[src/rtl/lc_pkg.sv]
package lc_pkg;
   typedef enum logic [1:0] {
      ST_IDLE   = 2'd0,
      ST_ISSUE0 = 2'd1,
      ST_ISSUE1 = 2'd2,
      ST_DRAIN  = 2'd3
   } lc_state_e;
endpackage

[src/rtl/lc_ctrl.sv]
module lc_ctrl
   import lc_pkg::*;
#(
   parameter int ADDR_W     = 32,
   parameter int WORD_BYTES = 4,
   localparam int OFF_W     = $clog2(WORD_BYTES)
) (
   input  logic              clk,
   input  logic              rst_n,
   input  logic              req_valid,
   input  logic [ADDR_W-1:0] req_addr,
   input  logic              req_big,
   output logic              busy,
   output logic              mem_rd_en,
   output logic [ADDR_W-1:0] mem_rd_addr,
   output logic [OFF_W-1:0]  off,
   output logic              big,
   output logic              split,
   output logic              latch_first,
   output logic              finish
);
   lc_state_e         state_q, state_d;
   logic [ADDR_W-1:0] addr_q;
   logic              big_q;
   logic [ADDR_W-1:0] row_base;
   logic              accept;

   assign accept   = (state_q == ST_IDLE) && req_valid;
   assign off      = addr_q[OFF_W-1:0];
   assign big      = big_q;
   assign split    = (off != '0);
   assign row_base = {addr_q[ADDR_W-1:OFF_W], {OFF_W{1'b0}}};

   always_comb begin
      state_d = state_q;
      unique case (state_q)
         ST_IDLE:   if (accept) state_d = ST_ISSUE0;
         ST_ISSUE0: state_d = split ? ST_ISSUE1 : ST_DRAIN;
         ST_ISSUE1: state_d = ST_DRAIN;
         ST_DRAIN:  state_d = ST_IDLE;
         default:   state_d = ST_IDLE;
      endcase
   end

   always_ff @(posedge clk) begin
      if (!rst_n) begin
         state_q <= ST_IDLE;
         addr_q  <= '0;
         big_q   <= 1'b0;
      end else begin
         state_q <= state_d;
         if (accept) begin
            addr_q <= req_addr;
            big_q  <= req_big;
         end
      end
   end

   assign busy        = (state_q != ST_IDLE);
   assign mem_rd_en   = (state_q == ST_ISSUE0) || (state_q == ST_ISSUE1);
   assign mem_rd_addr = (state_q == ST_ISSUE1) ? row_base + ADDR_W'(WORD_BYTES) : row_base;
   assign latch_first = (state_q == ST_ISSUE1);
   assign finish      = (state_q == ST_DRAIN);

   // an aligned load strobes memory once only
   a_r2_single_read: assert property (@(posedge clk) disable iff (!rst_n)
      (state_q == ST_ISSUE0 && !split) |=> !mem_rd_en);

   // a split load reads the following row next
   a_r3_next_row: assert property (@(posedge clk) disable iff (!rst_n)
      (state_q == ST_ISSUE0 && split) |=>
         (mem_rd_en && mem_rd_addr == $past(mem_rd_addr) + ADDR_W'(WORD_BYTES)));

   // an idle unit takes a request and turns busy
   a_r7_accept_busy: assert property (@(posedge clk) disable iff (!rst_n)
      (!busy && req_valid) |=> (busy && mem_rd_en));

   // a request seen while busy leaves the captured address alone
   a_r7_hold_addr: assert property (@(posedge clk) disable iff (!rst_n)
      busy |=> $stable(addr_q));
endmodule

[src/rtl/lc_merge.sv]
module lc_merge #(
   parameter int BYTE_W     = 8,
   parameter int WORD_BYTES = 4,
   localparam int OFF_W     = $clog2(WORD_BYTES),
   localparam int WORD_W    = BYTE_W * WORD_BYTES,
   localparam int IDX_W     = OFF_W + 1
) (
   input  logic [OFF_W-1:0]  off,
   input  logic              big,
   input  logic [WORD_W-1:0] row_lo,
   input  logic [WORD_W-1:0] row_hi,
   output logic [WORD_W-1:0] word_out
);
   logic [BYTE_W-1:0] window [2*WORD_BYTES];
   logic [BYTE_W-1:0] pick   [WORD_BYTES];

   for (genvar k = 0; k < WORD_BYTES; k++) begin : g_window
      assign window[k]              = row_lo[k*BYTE_W +: BYTE_W];
      assign window[k + WORD_BYTES] = row_hi[k*BYTE_W +: BYTE_W];
   end

   for (genvar i = 0; i < WORD_BYTES; i++) begin : g_lane
      logic [IDX_W-1:0] idx;
      assign idx     = {1'b0, off} + IDX_W'(i);
      assign pick[i] = window[idx];
      assign word_out[i*BYTE_W +: BYTE_W] = big ? pick[WORD_BYTES-1-i] : pick[i];
   end
endmodule

[src/rtl/lc_unaligned_load.sv]
module lc_unaligned_load #(
   parameter int ADDR_W     = 32,
   parameter int BYTE_W     = 8,
   parameter int WORD_BYTES = 4,
   localparam int WORD_W    = BYTE_W * WORD_BYTES,
   localparam int OFF_W     = $clog2(WORD_BYTES)
) (
   input  logic              clk,
   input  logic              rst_n,
   input  logic              req_valid,
   input  logic [ADDR_W-1:0] req_addr,
   input  logic              req_big_endian,
   output logic              busy,
   output logic              mem_rd_en,
   output logic [ADDR_W-1:0] mem_rd_addr,
   input  logic [WORD_W-1:0] mem_rd_data,
   output logic              rsp_valid,
   output logic [WORD_W-1:0] rsp_data,
   output logic              rsp_split
);
   if (WORD_BYTES < 2 || (1 << OFF_W) != WORD_BYTES) begin : g_bad_word
      $error("WORD_BYTES must be a power of two of at least 2");
   end
   if (ADDR_W <= OFF_W) begin : g_bad_addr
      $error("ADDR_W must exceed the byte offset width");
   end

   logic [OFF_W-1:0]  off;
   logic              big, split, latch_first, finish;
   logic [WORD_W-1:0] first_q, row_lo, merged;

   lc_ctrl #(.ADDR_W(ADDR_W), .WORD_BYTES(WORD_BYTES)) u_ctrl (
      .clk(clk), .rst_n(rst_n), .req_valid(req_valid), .req_addr(req_addr),
      .req_big(req_big_endian), .busy(busy), .mem_rd_en(mem_rd_en),
      .mem_rd_addr(mem_rd_addr), .off(off), .big(big), .split(split),
      .latch_first(latch_first), .finish(finish)
   );

   assign row_lo = split ? first_q : mem_rd_data;

   lc_merge #(.BYTE_W(BYTE_W), .WORD_BYTES(WORD_BYTES)) u_merge (
      .off(off), .big(big), .row_lo(row_lo), .row_hi(mem_rd_data), .word_out(merged)
   );

   always_ff @(posedge clk) begin
      if (!rst_n) begin
         first_q   <= '0;
         rsp_valid <= 1'b0;
         rsp_data  <= '0;
         rsp_split <= 1'b0;
      end else begin
         if (latch_first) first_q <= mem_rd_data;
         rsp_valid <= finish;
         if (finish) begin
            rsp_data  <= merged;
            rsp_split <= split;
         end
      end
   end

   logic [WORD_W-1:0] rd_swapped;
   for (genvar b = 0; b < WORD_BYTES; b++) begin : g_swap
      assign rd_swapped[b*BYTE_W +: BYTE_W] = mem_rd_data[(WORD_BYTES-1-b)*BYTE_W +: BYTE_W];
   end

   // aligned little-endian load returns the row unchanged
   a_r5_le_aligned: assert property (@(posedge clk) disable iff (!rst_n)
      (finish && !split && !big) |=> (rsp_data == $past(mem_rd_data)));

   // aligned big-endian load returns the row byte-reversed
   a_r6_be_aligned: assert property (@(posedge clk) disable iff (!rst_n)
      (finish && !split && big) |=> (rsp_data == $past(rd_swapped)));

   // response is a single-cycle pulse
   a_r8_pulse: assert property (@(posedge clk) disable iff (!rst_n)
      rsp_valid |=> !rsp_valid);

   // result and status hold between responses
   a_r8_hold: assert property (@(posedge clk) disable iff (!rst_n)
      !finish |=> ($stable(rsp_split) && $stable(rsp_data)));

   // no response is produced while a load is still in flight
   a_r7_no_early_rsp: assert property (@(posedge clk) disable iff (!rst_n)
      rsp_valid |-> !busy);
endmodule

[config.mk]
export PLATFORM = sky130hd
export DESIGN_NAME = lc_unaligned_load
export DESIGN_NICKNAME = d
export VERILOG_FILES = /design/src/rtl/lc_pkg.sv /design/src/rtl/lc_ctrl.sv /design/src/rtl/lc_merge.sv /design/src/rtl/lc_unaligned_load.sv
export SDC_FILE = /design/constraint.sdc
export NUM_CORES = 1
export LEC_CHECK = 0
export BUFFER_PORTS_ARGS = -buffer_cell sky130_fd_sc_hd__buf_4
export CORE_MARGIN = 4
export CORE_UTILIZATION = 30
export DETAILED_ROUTE_END_ITERATION = 8
export GPL_ROUTABILITY_DRIVEN = 0
export HOLD_SLACK_MARGIN = 0.12
export PLACE_DENSITY = 0.53
export SETUP_SLACK_MARGIN = 0.05
export SLEW_MARGIN = 20
export SYNTH_ARGS = -nofsm -noshare
export SYNTH_HDL_FRONTEND = slang
export SYNTH_SLANG_ARGS = --single-unit
[constraint.sdc]
create_clock -name clk -period 3.4 [get_ports clk]
set_clock_uncertainty 0.1 [all_clocks]
set_input_delay 0.68 -clock clk [delete_from_list [all_inputs] [get_ports clk]]
set_output_delay 0.68 -clock clk [all_outputs]
set_load 0.005 [all_outputs]
## After elaboration in Yosys (flattened, before gate mapping)

Index checks and enable logic that the tools add are counted.

- Bits in registers: 101
- Bits in latches: 0
- RAM bits: 0
- Memory bits (read-only): 0
- Input port bits: 68
- Output and inout bits: 68
- Word-level logic and storage cells: 49
- Memories: 0

- $add $sub $neg: 4
- Multiply operators: 0
- Divide/modulo/power cells: 0
- Magnitude comparators: 4
- Equality and inequality tests: 4
- Shifts and indexed selects: 0
- Muxes and demuxes: 21
- Bitwise gates (word level): 4
- Reduce and logical (&&, ||, !) cells: 5

Operators by type and width:

| cell | number |
|---|---|
| $bmux 8 s3 | 4 |
| $mux 8 | 12 |
| $mux 32 | 2 |
| $add 32x3->32 const B | 1 |
| $ge 4x4->1 const B | 4 |
| $not 3->4 | 3 |
| $pmux 2 s4 | 1 |
| $add 2x2->3 const B | 2 |
| $eq 2x2->1 const B | 2 |
| $not 2->4 | 1 |
| $reduce_bool 2->1 | 2 |
| $add 2x1->3 const B | 1 |
| $eq 2x1->1 const B | 1 |
| $logic_not 2->1 | 1 |
| $mux 2 | 1 |
| $ne 2x1->1 const B | 1 |
| $logic_and 1x1->1 | 1 |
| $logic_or 1x1->1 | 1 |
| $mux 1 | 1 |

## Longest topological paths before layout

Gate-level depths: netlist of run 1.

- Depth after elaboration: 6
- Gate-level depth with buffers: 11

## Modules after synthesis

Synthesis of run 1 repeated with hierarchy kept, for this count alone.

- Cells, all modules: 655
- Area, all modules: 6,651.4 um^2

Modules (own cells, without submodules):

| module | instances | cells each | area an instance (um^2) | seq. area each (um^2) |
|---|---|---|---|---|
| lc_unaligned_load | 1 | 248 | 3,089.2 | 1,321.3 |
| lc_ctrl | 1 | 256 | 2,026.9 | 700.7 |
| lc_merge | 1 | 151 | 1,535.2 | 0.0 |

## Worst setup path before layout of run 1

Ideal clock, no wire load.

- Path kind: register to register
- From: register u_ctrl.addr_q[0]
- To: register rsp_data[10]
- Setup time: 0.127 ns
- Arrival: 2.515 ns
- Path slack: 0.657 ns
- Cell stages (with the launch flop): 11
- Buffers on the path: 4
- Cells stage by stage: dfxtp_1 -> buf_2 -> inv_1 -> buf_1 -> ha_1 -> buf_6 -> buf_6 -> mux2_1 -> mux4_2 -> a32oi_1 -> o21ai_1

- Longest elaborated chain between the ends: 6

RTL lines:

| item | RTL line | text |
|---|---|---|
| from (decl) | lc_ctrl.sv:23 | `logic [ADDR_W-1:0] addr_q;` |
| from (signal assigned) | lc_ctrl.sv:53 | `addr_q <= req_addr;` |
| $add 2x1->3, or another cell as far along | lc_merge.sv:24 | `assign idx = {1'b0, off} + IDX_W'(i);` |
| $not 3->4 (implied by the code) or $mux 32 (tied branches) | lc_merge.sv:25, lc_unaligned_load.sv:39 |  |
| $bmux 8 s3 | lc_merge.sv:25 | `assign pick[i] = window[idx];` |
| $mux 8 (implied by the code) (2 in series) | lc_merge.sv:25 |  |
| $mux 8 (*) | lc_merge.sv:26 | `assign word_out[i*BYTE_W +: BYTE_W] = big ? pick[WORD_BYTES-1-i] : pick[i];` |
| to (signal assigned) | lc_unaligned_load.sv:55 | `rsp_data <= merged;` |
| to (decl) | lc_unaligned_load.sv:18 | `output logic [WORD_W-1:0] rsp_data,` |

Mark *: on every way between the ends. The rest lies on a longest branch, timed or not. The select of a mux whose other input is x is not followed.
A chain may end at the register's enable or synchronous reset.

## Worst setup path after layout of run 1

- From: register u_ctrl.state_q[0]
- To: output port mem_rd_addr[28]

- Longest elaborated chain between the ends: 2

RTL lines:

| item | RTL line | text |
|---|---|---|
| from (decl) | lc_ctrl.sv:22 | `lc_state_e state_q, state_d;` |
| from (signal assigned) | lc_ctrl.sv:51 | `state_q <= state_d;` |
| $eq 2x2->1 | lc_ctrl.sv:61 | `assign mem_rd_addr = (state_q == ST_ISSUE1) ? row_base + ADDR_W'(WORD_BYTES) : row_base;` |
| $mux 32 | lc_ctrl.sv:61 |  |
| to (decl) | lc_unaligned_load.sv:15 | `output logic [ADDR_W-1:0] mem_rd_addr,` |

Every way passes these cells.

==> impl_metrics.toml, run 1 <==
[run_status]
outcome = "finished clean"

[yosys]
yosysTopAreaCell = "dfxtp_1"
synth_top_cell_area_share = 0.334
ys_types = 47
synth-compound-area-share = 0.135
muxShareOfSynthArea = 0.257
synth_adder_area_share = 0.0165
synth_area_per_cell_um2 = 10.1
synth_xor_area_frac = 0.0405
ys_ff_latch = 101
synth_simple_gate_area_frac = 0.168
yosysSeqAreaShare = 0.334
synth_top_family_by_area = "multiplexers"
yosysWarningCount = 0
syn_area_um2 = 6060
ys_top_cells_by_area = "dfxtp_1 (33%), mux4_2 (15%), mux2i_1 (7.3%), nand2_1 (5.7%), a32oi_1 (4.6%)"
syn_inst = 602

[detailed_routing]
postRouteAntennaNets = 0
wl_um = 17600
first_pass_iters = 4
wl_per_cell_um = 18.0
drt_iter0_drc = 277
remaining_drc_errors = 0
num_vias = 4956
vias_per_cell = 5.07

[power]
p_int_uw = 2950
ir_drop_uv = 218
p_comb_frac = 0.424
p_leak_uw = 0.00296
netSwitchingFraction = 0.356
switchingPower_uw = 1630
powerDensity_nw_per_um2 = 605
p_seq_frac = 0.342
clkPwrFrac = 0.235

[cts]
clockBufferDepth = 2
clk_pin_slew_ns = 0.07
cts-root-buf = "clkbuf_16"
clk-insertion-delay-late_ns = 0.34
htree_num_levels = 3
numClockSinks = 101
cts_made_buffers = 9
hold_buffers = 0
cts_tree = "done"

[grt]
grt_max_degree = 65
first_global_vias = 4912
antenna_found_initial = 1
grt_pass1_wl_um = 27500
track_usage = 0.156
gr-total-overflow = 0

[worst_hold_path]
hp-class = "register to register"

[setup_path]
cp-end-kind = "output port"
crit_chain = "inv_1 > ha_4 > nand3_1 > or4_4 > nor3b_2 > xor2_1 > buf_4"
path_class = "register to output port"
cp.arrival_ns = 2.37
critical_path_buf_inv_count = 2
slowest_stage = "or4_4"
slowest_delay_ns = 0.63
r2r_end = "rsp_data[15]$_SDFFE_PN0P_"
path_depth = 7
rrSetupSlack_ns = 0.81
cp-start-kind = "register"
cp_top_family = "simple AND/OR/NAND/NOR gates"
cp-startpoint = "u_ctrl.state_q[0]$_SDFFE_PN0P_"
worstPathRequired_ns = 2.62
worstRegToRegCells = 7
r2r-start = "u_ctrl.addr_q[0]$_SDFFE_PN0P_"
worst-path-max-fanout = 9
crit_end = "mem_rd_addr[28]"

[floorplanning]
ios = 136
num_rows = 51
fp.dieW_um = 150
initial_utilization = 0.308
die-area_um2 = 22500
core_area_um2 = 19700
fp.dieH_um = 150

[timing]
finalSetupViolCount = 0
fmax_mhz = 317
tns_ns = 0
fin_crit_sh = 0.927
drv_slew = 0
hold_viol = 0
slew_headroom = 0.516
max_slew.worst_pin.slew_ns = 0.725
period_needed_ns = 3.15
rsz0062_at_grt = "no"

[placed_design]
numPortBuffers = 133
placed_cell_area_um2 = 7240
dp_hpwl_um = 13000

[layout]
final_common_cell = "buf_4"
area_delta_synth_final_pct = 24.9
nets = 783
finalInstanceArea_um2 = 7570
drive_gt1_frac = 0.326
layout_common_cells = "buf_4 (142), dfxtp_1 (101), nand2_1 (92)"
diodes = 0

[job]
cap_violations = 0
repair_timing:
| item | in CTS | in global routing |
|---|---|---|
| setup buffers | 0 | 0 |
| hold endpoints to repair | 0 | 0 |
| setup endpoints to repair | 8 | 1 |
| resized for setup | 2 | 1 |
cells by family (layout without fill, tap and decap cells):
group | Yosys count | in the layout
adder cells (fa/ha/maj) | 8 | 8
XOR/XNOR | 28 | 28
buffers and inverters | 62 | 171
other | 1 | 2
multiplexers | 102 | 102
AO/OA/AOI/OAI | 113 | 113
flip-flops | 101 | 101
AND/OR/NAND/NOR | 187 | 187
power groups by stage:
| stage | clock (µW) | combinational [µW] | sequential, µW |
|---|---|---|---|
| 3_5_place_dp | 0 | 1950 | 1590 |
| 5_1_grt | 1160 | 2130 | 1590 |
| 4_1_cts | 1110 | 1950 | 1560 |
| 3_3_place_gp | 0 | 1900 | 1570 |
| 6_report | 1070 | 1940 | 1560 |
| 2_1_floorplan | 0 | 1340 | 1540 |
cells in the mapped netlist (all sizes together):
cell type / count
and3: 1
and4: 4
and2: 2
nand3: 7
nor2b: 40
mux2i: 44
nor4: 3
nand4: 4
nand2b: 2
nand2: 92
inv: 12
or3: 1
o31a: 7
clkbuf: 27
o21ai: 32
or2: 1
a21oi: 1
mux2: 19
a32oi: 32
or4: 2
xor2: 17
xnor2: 11
nor3: 8
o211a: 1
nor3b: 2
mux4: 39
nand3b: 1
nand4b: 1
dfxtp: 101
ha: 8
conb: 1
a211oi: 7
a21boi: 33
nor2: 16
buf: 23
stage by stage:
step                      cells  setup WS, ns  hold slack, ns   util  power (µW)
final                       977         0.249           0.377  0.385        4580
after global routing        977        0.0873           0.398  0.385        4880
after global placement      961         0.468           0.355  0.368        3470
after detailed placement    961         0.407           0.367  0.368        3540
after floorplan             603         0.657           0.343      -        2880
after CTS                   977         0.186           0.381  0.384        4620
worst reg2reg max path, delay by kind of cell (launching register included):
family	cells	cell delay (ns)
flip-flops	1	0.31
buffers and inverters	2	0.33
adder cells (fa/ha/maj)	1	0.58
AO/OA/AOI/OAI	2	0.26
multiplexers	2	0.87
cell type report:
cell class	instances	area, µm²
well taps	265	332
multi-input cells	440	3770
repair buffers	143	1090
inverters	12	45.0
clock inverters	5	57.6
clock buffers	11	253
flip-flops and latches	101	2020
fillers	1998	12100
worst min-delay path by stage:
stage | startpoint | to | slack, ns | cells past startpoint
detailed placement | rsp_split$_SDFFE_PN0P_ | rsp_split$_SDFFE_PN0P_ | 0.37 | 1
global placement | u_ctrl.addr_q[30]$_SDFFE_PN0P_ | u_ctrl.addr_q[30]$_SDFFE_PN0P_ | 0.35 | 2
global route | u_ctrl.addr_q[30]$_SDFFE_PN0P_ | u_ctrl.addr_q[30]$_SDFFE_PN0P_ | 0.40 | 2
CTS | u_ctrl.addr_q[30]$_SDFFE_PN0P_ | u_ctrl.addr_q[30]$_SDFFE_PN0P_ | 0.38 | 2
floorplan | u_ctrl.addr_q[30]$_SDFFE_PN0P_ | u_ctrl.addr_q[30]$_SDFFE_PN0P_ | 0.34 | 2
finish | u_ctrl.addr_q[30]$_SDFFE_PN0P_ | u_ctrl.addr_q[30]$_SDFFE_PN0P_ | 0.38 | 2
routing by layer:
layer	up-vias	global-route usage	wire length [µm]
met5	-	0	18
met4	2	0.0512	269
met3	16	0.0271	898
met2	125	0.244	8220
met1	2415	0.217	8150
li1	2398	-	-
registers in the layout (all words and copies together) (netlist names):
register / cells
u_ctrl.addr_q: 32
rsp_split: 1
rsp_valid: 1
first_q: 32
u_ctrl.big: 1
u_ctrl.state_q: 2
rsp_data: 32
Power figures use the tool's default switching activity.
==> inputs of run 2 (changes only) <==
--- a/config.mk
+++ b/config.mk
@@ -7,13 +7,13 @@
 export LEC_CHECK = 0
 export BUFFER_PORTS_ARGS = -buffer_cell sky130_fd_sc_hd__buf_4
 export CORE_MARGIN = 4
-export CORE_UTILIZATION = 30
+export CORE_UTILIZATION = 44
 export DETAILED_ROUTE_END_ITERATION = 8
 export GPL_ROUTABILITY_DRIVEN = 0
 export HOLD_SLACK_MARGIN = 0.12
-export PLACE_DENSITY = 0.53
+export PLACE_DENSITY = 0.71
 export SETUP_SLACK_MARGIN = 0.05
-export SLEW_MARGIN = 20
+export SLEW_MARGIN = 30
 export SYNTH_ARGS = -nofsm -noshare
 export SYNTH_HDL_FRONTEND = slang
 export SYNTH_SLANG_ARGS = --single-unit
==> run 2 against run 1 <==
  * Sequential share of layout area increased by 0.46 points
  * Non-clock buffer count unchanged
  * First-iteration DRC count increased by 9.4%
  * Cell area decreased by 1.7%
  * Cell count decreased by 9.1%
  * Core utilization increased by 17 points
  * Maximum frequency decreased by 1.1%
  * Critical path depth unchanged
  * Sequential power about the same
  * Clock power about the same
  * Critical endpoint is now mem_rd_addr[20]
==> impl_metrics.toml, run 2 (synthesis gave the netlist of run 1 again) <==
[power]
finalPower_uw = 4540
p_leak_uw = 0.00294
powerDensity_nw_per_um2 = 610
ir_drop_uv = 292

[floorplanning]
fp.dieW_um = 125
ios = 136
core_area_um2 = 13300
num_rows = 42
die-area_um2 = 15700
initial_utilization = 0.454
fp.dieH_um = 125

[placed_design]
place_ws_ns = 0.391
dp_hpwl_um = 11700
numPortBuffers = 133

[detailed_routing]
first_pass_iters = 4
highest_layer = "met4"
postRouteAntennaNets = 0
remaining_drc_errors = 0
met1Wirelength_um = 6970
wl_per_cell_um = 17.6
vias_per_cell = 5.54
met2WireLength_um = 7650
wl_um = 15700
drt_iter0_drc = 303
num_vias = 4922
wl_met3_um = 882

[timing]
tns_ns = 0
rsz0062_at_grt = "no"
period_needed_ns = 3.18
finalSetupViolCount = 0
fmax_mhz = 314
fin_crit_sh = 0.937
fin_ws_ns = 0.216
slew_headroom = 0.554
hold_viol = 0
max_slew.worst_pin.slew_ns = 0.669
drv_slew = 0

[cts]
clockBufferDepth = 2
clk_pin_slew_ns = 0.07
cts_made_buffers = 9
htree_num_levels = 3
numClockSinks = 101
clk-insertion-delay-late_ns = 0.34
cts-root-buf = "clkbuf_16"
cts_tree = "done"

[run_status]
outcome = "finished clean"

[setup_path]
slowest_delay_ns = 0.63
r2r-start = "u_ctrl.addr_q[1]$_SDFFE_PN0P_"
worstPathRequired_ns = 2.62
cp-end-kind = "output port"
cp-start-kind = "register"
rrSetupSlack_ns = 0.80
slowest_stage = "or4_4"
worst-path-max-fanout = 9
cp.arrival_ns = 2.40
worstRegToRegCells = 7
path_class = "register to output port"
r2r_end = "rsp_data[8]$_SDFFE_PN0P_"
crit_chain = "inv_1 > ha_2 > nand3_1 > or4_4 > nor3_2 > xor2_1 > buf_4"

[layout]
area_delta_synth_final_pct = 22.8
final_util = 0.557
nets = 783
layout_common_cells = "buf_4 (143), dfxtp_1 (101), nand2_1 (92)"
final_common_cell = "buf_4"
top_regs = "first_q x32, rsp_data x32, u_ctrl.addr_q x32"
drive_gt1_frac = 0.324
diodes = 0

[grt]
gr-total-overflow = 0
grt_pass1_wl_um = 25500
track_usage = 0.198
grt_max_degree = 69
first_global_vias = 4949
antenna_found_initial = 0

[worst_hold_path]
holdPathStages = 2
hp-start = "u_ctrl.addr_q[30]$_SDFFE_PN0P_"
worstHoldEndpoint = "u_ctrl.addr_q[30]$_SDFFE_PN0P_"
hp-class = "register to register"

[job]
cap_violations = 0
run 2: final cells by class:
class | instances | area (µm²)
clock buffers | 10 | 229
inverters | 12 | 45.0
multi-input cells | 440 | 3760
well taps | 176 | 220
flip-flops and latches | 101 | 2020
fillers | 1179 | 5910
repair buffers | 143 | 1070
clock inverters | 6 | 87.6
run 2: routing by layer:
| metal | vias up | global-route usage |
|---|---|---|
| met2 | 138 | 0.326 |
| met3 | 12 | 0.0388 |
| li1 | 2396 | - |
| met5 | - | 0 |
| met4 | 0 | 0.0523 |
| met1 | 2376 | 0.267 |
run 2: repair_timing:
action / 4_1_cts / 5_1_grt
endpoints found under the setup margin: 3 / 0
setup buffers: 0 / 0
hold buffers: 0 / 0
gates resized for setup: 2 / 0
run 2: worst max-delay path by stage:
stage / start / end / slack (ns) / cells past startpoint
after floorplan: u_ctrl.addr_q[0]$_SDFFE_PN0P_ / rsp_data[10]$_SDFFE_PN0P_ / 0.66 / 10
after global placement: u_ctrl.state_q[0]$_SDFFE_PN0P_ / mem_rd_addr[28] / 0.51 / 7
after detailed placement: u_ctrl.state_q[0]$_SDFFE_PN0P_ / mem_rd_addr[31] / 0.39 / 7
after CTS: u_ctrl.state_q[0]$_SDFFE_PN0P_ / mem_rd_addr[20] / 0.20 / 7
after global routing: u_ctrl.state_q[0]$_SDFFE_PN0P_ / mem_rd_addr[20] / 0.07 / 7
final: u_ctrl.state_q[0]$_SDFFE_PN0P_ / mem_rd_addr[20] / 0.22 / 7
run 2: where the power goes:
part | internal, µW | total (µW) | switching [µW] | leakage (µW)
Combinational | 938 | 1890 | 952 | 0.00197
Clock | 644 | 1090 | 443 | 0.000145
Sequential | 1380 | 1560 | 179 | 0.000821
Total | 2960 | 4540 | 1570 | 0.00294
run 2: per-stage QoR:
step | hold WS (ns) | cell area [µm²] | std cells
global route | 0.401 | 7440 | 888
CTS | 0.370 | 7440 | 888
global placement | 0.356 | 7110 | 872
floorplan | 0.343 | 6060 | 603
finish | 0.367 | 7440 | 888
detailed placement | 0.361 | 7110 | 872
run 2: worst max-delay path: cells and delay by family (launching register included):
family | cells | cell delay, ns
AND/OR/NAND/NOR | 3 | 0.95
flip-flops | 1 | 0.34
buffers and inverters | 2 | 0.28
adder cells (fa/ha/maj) | 1 | 0.28
XOR/XNOR | 1 | 0.20
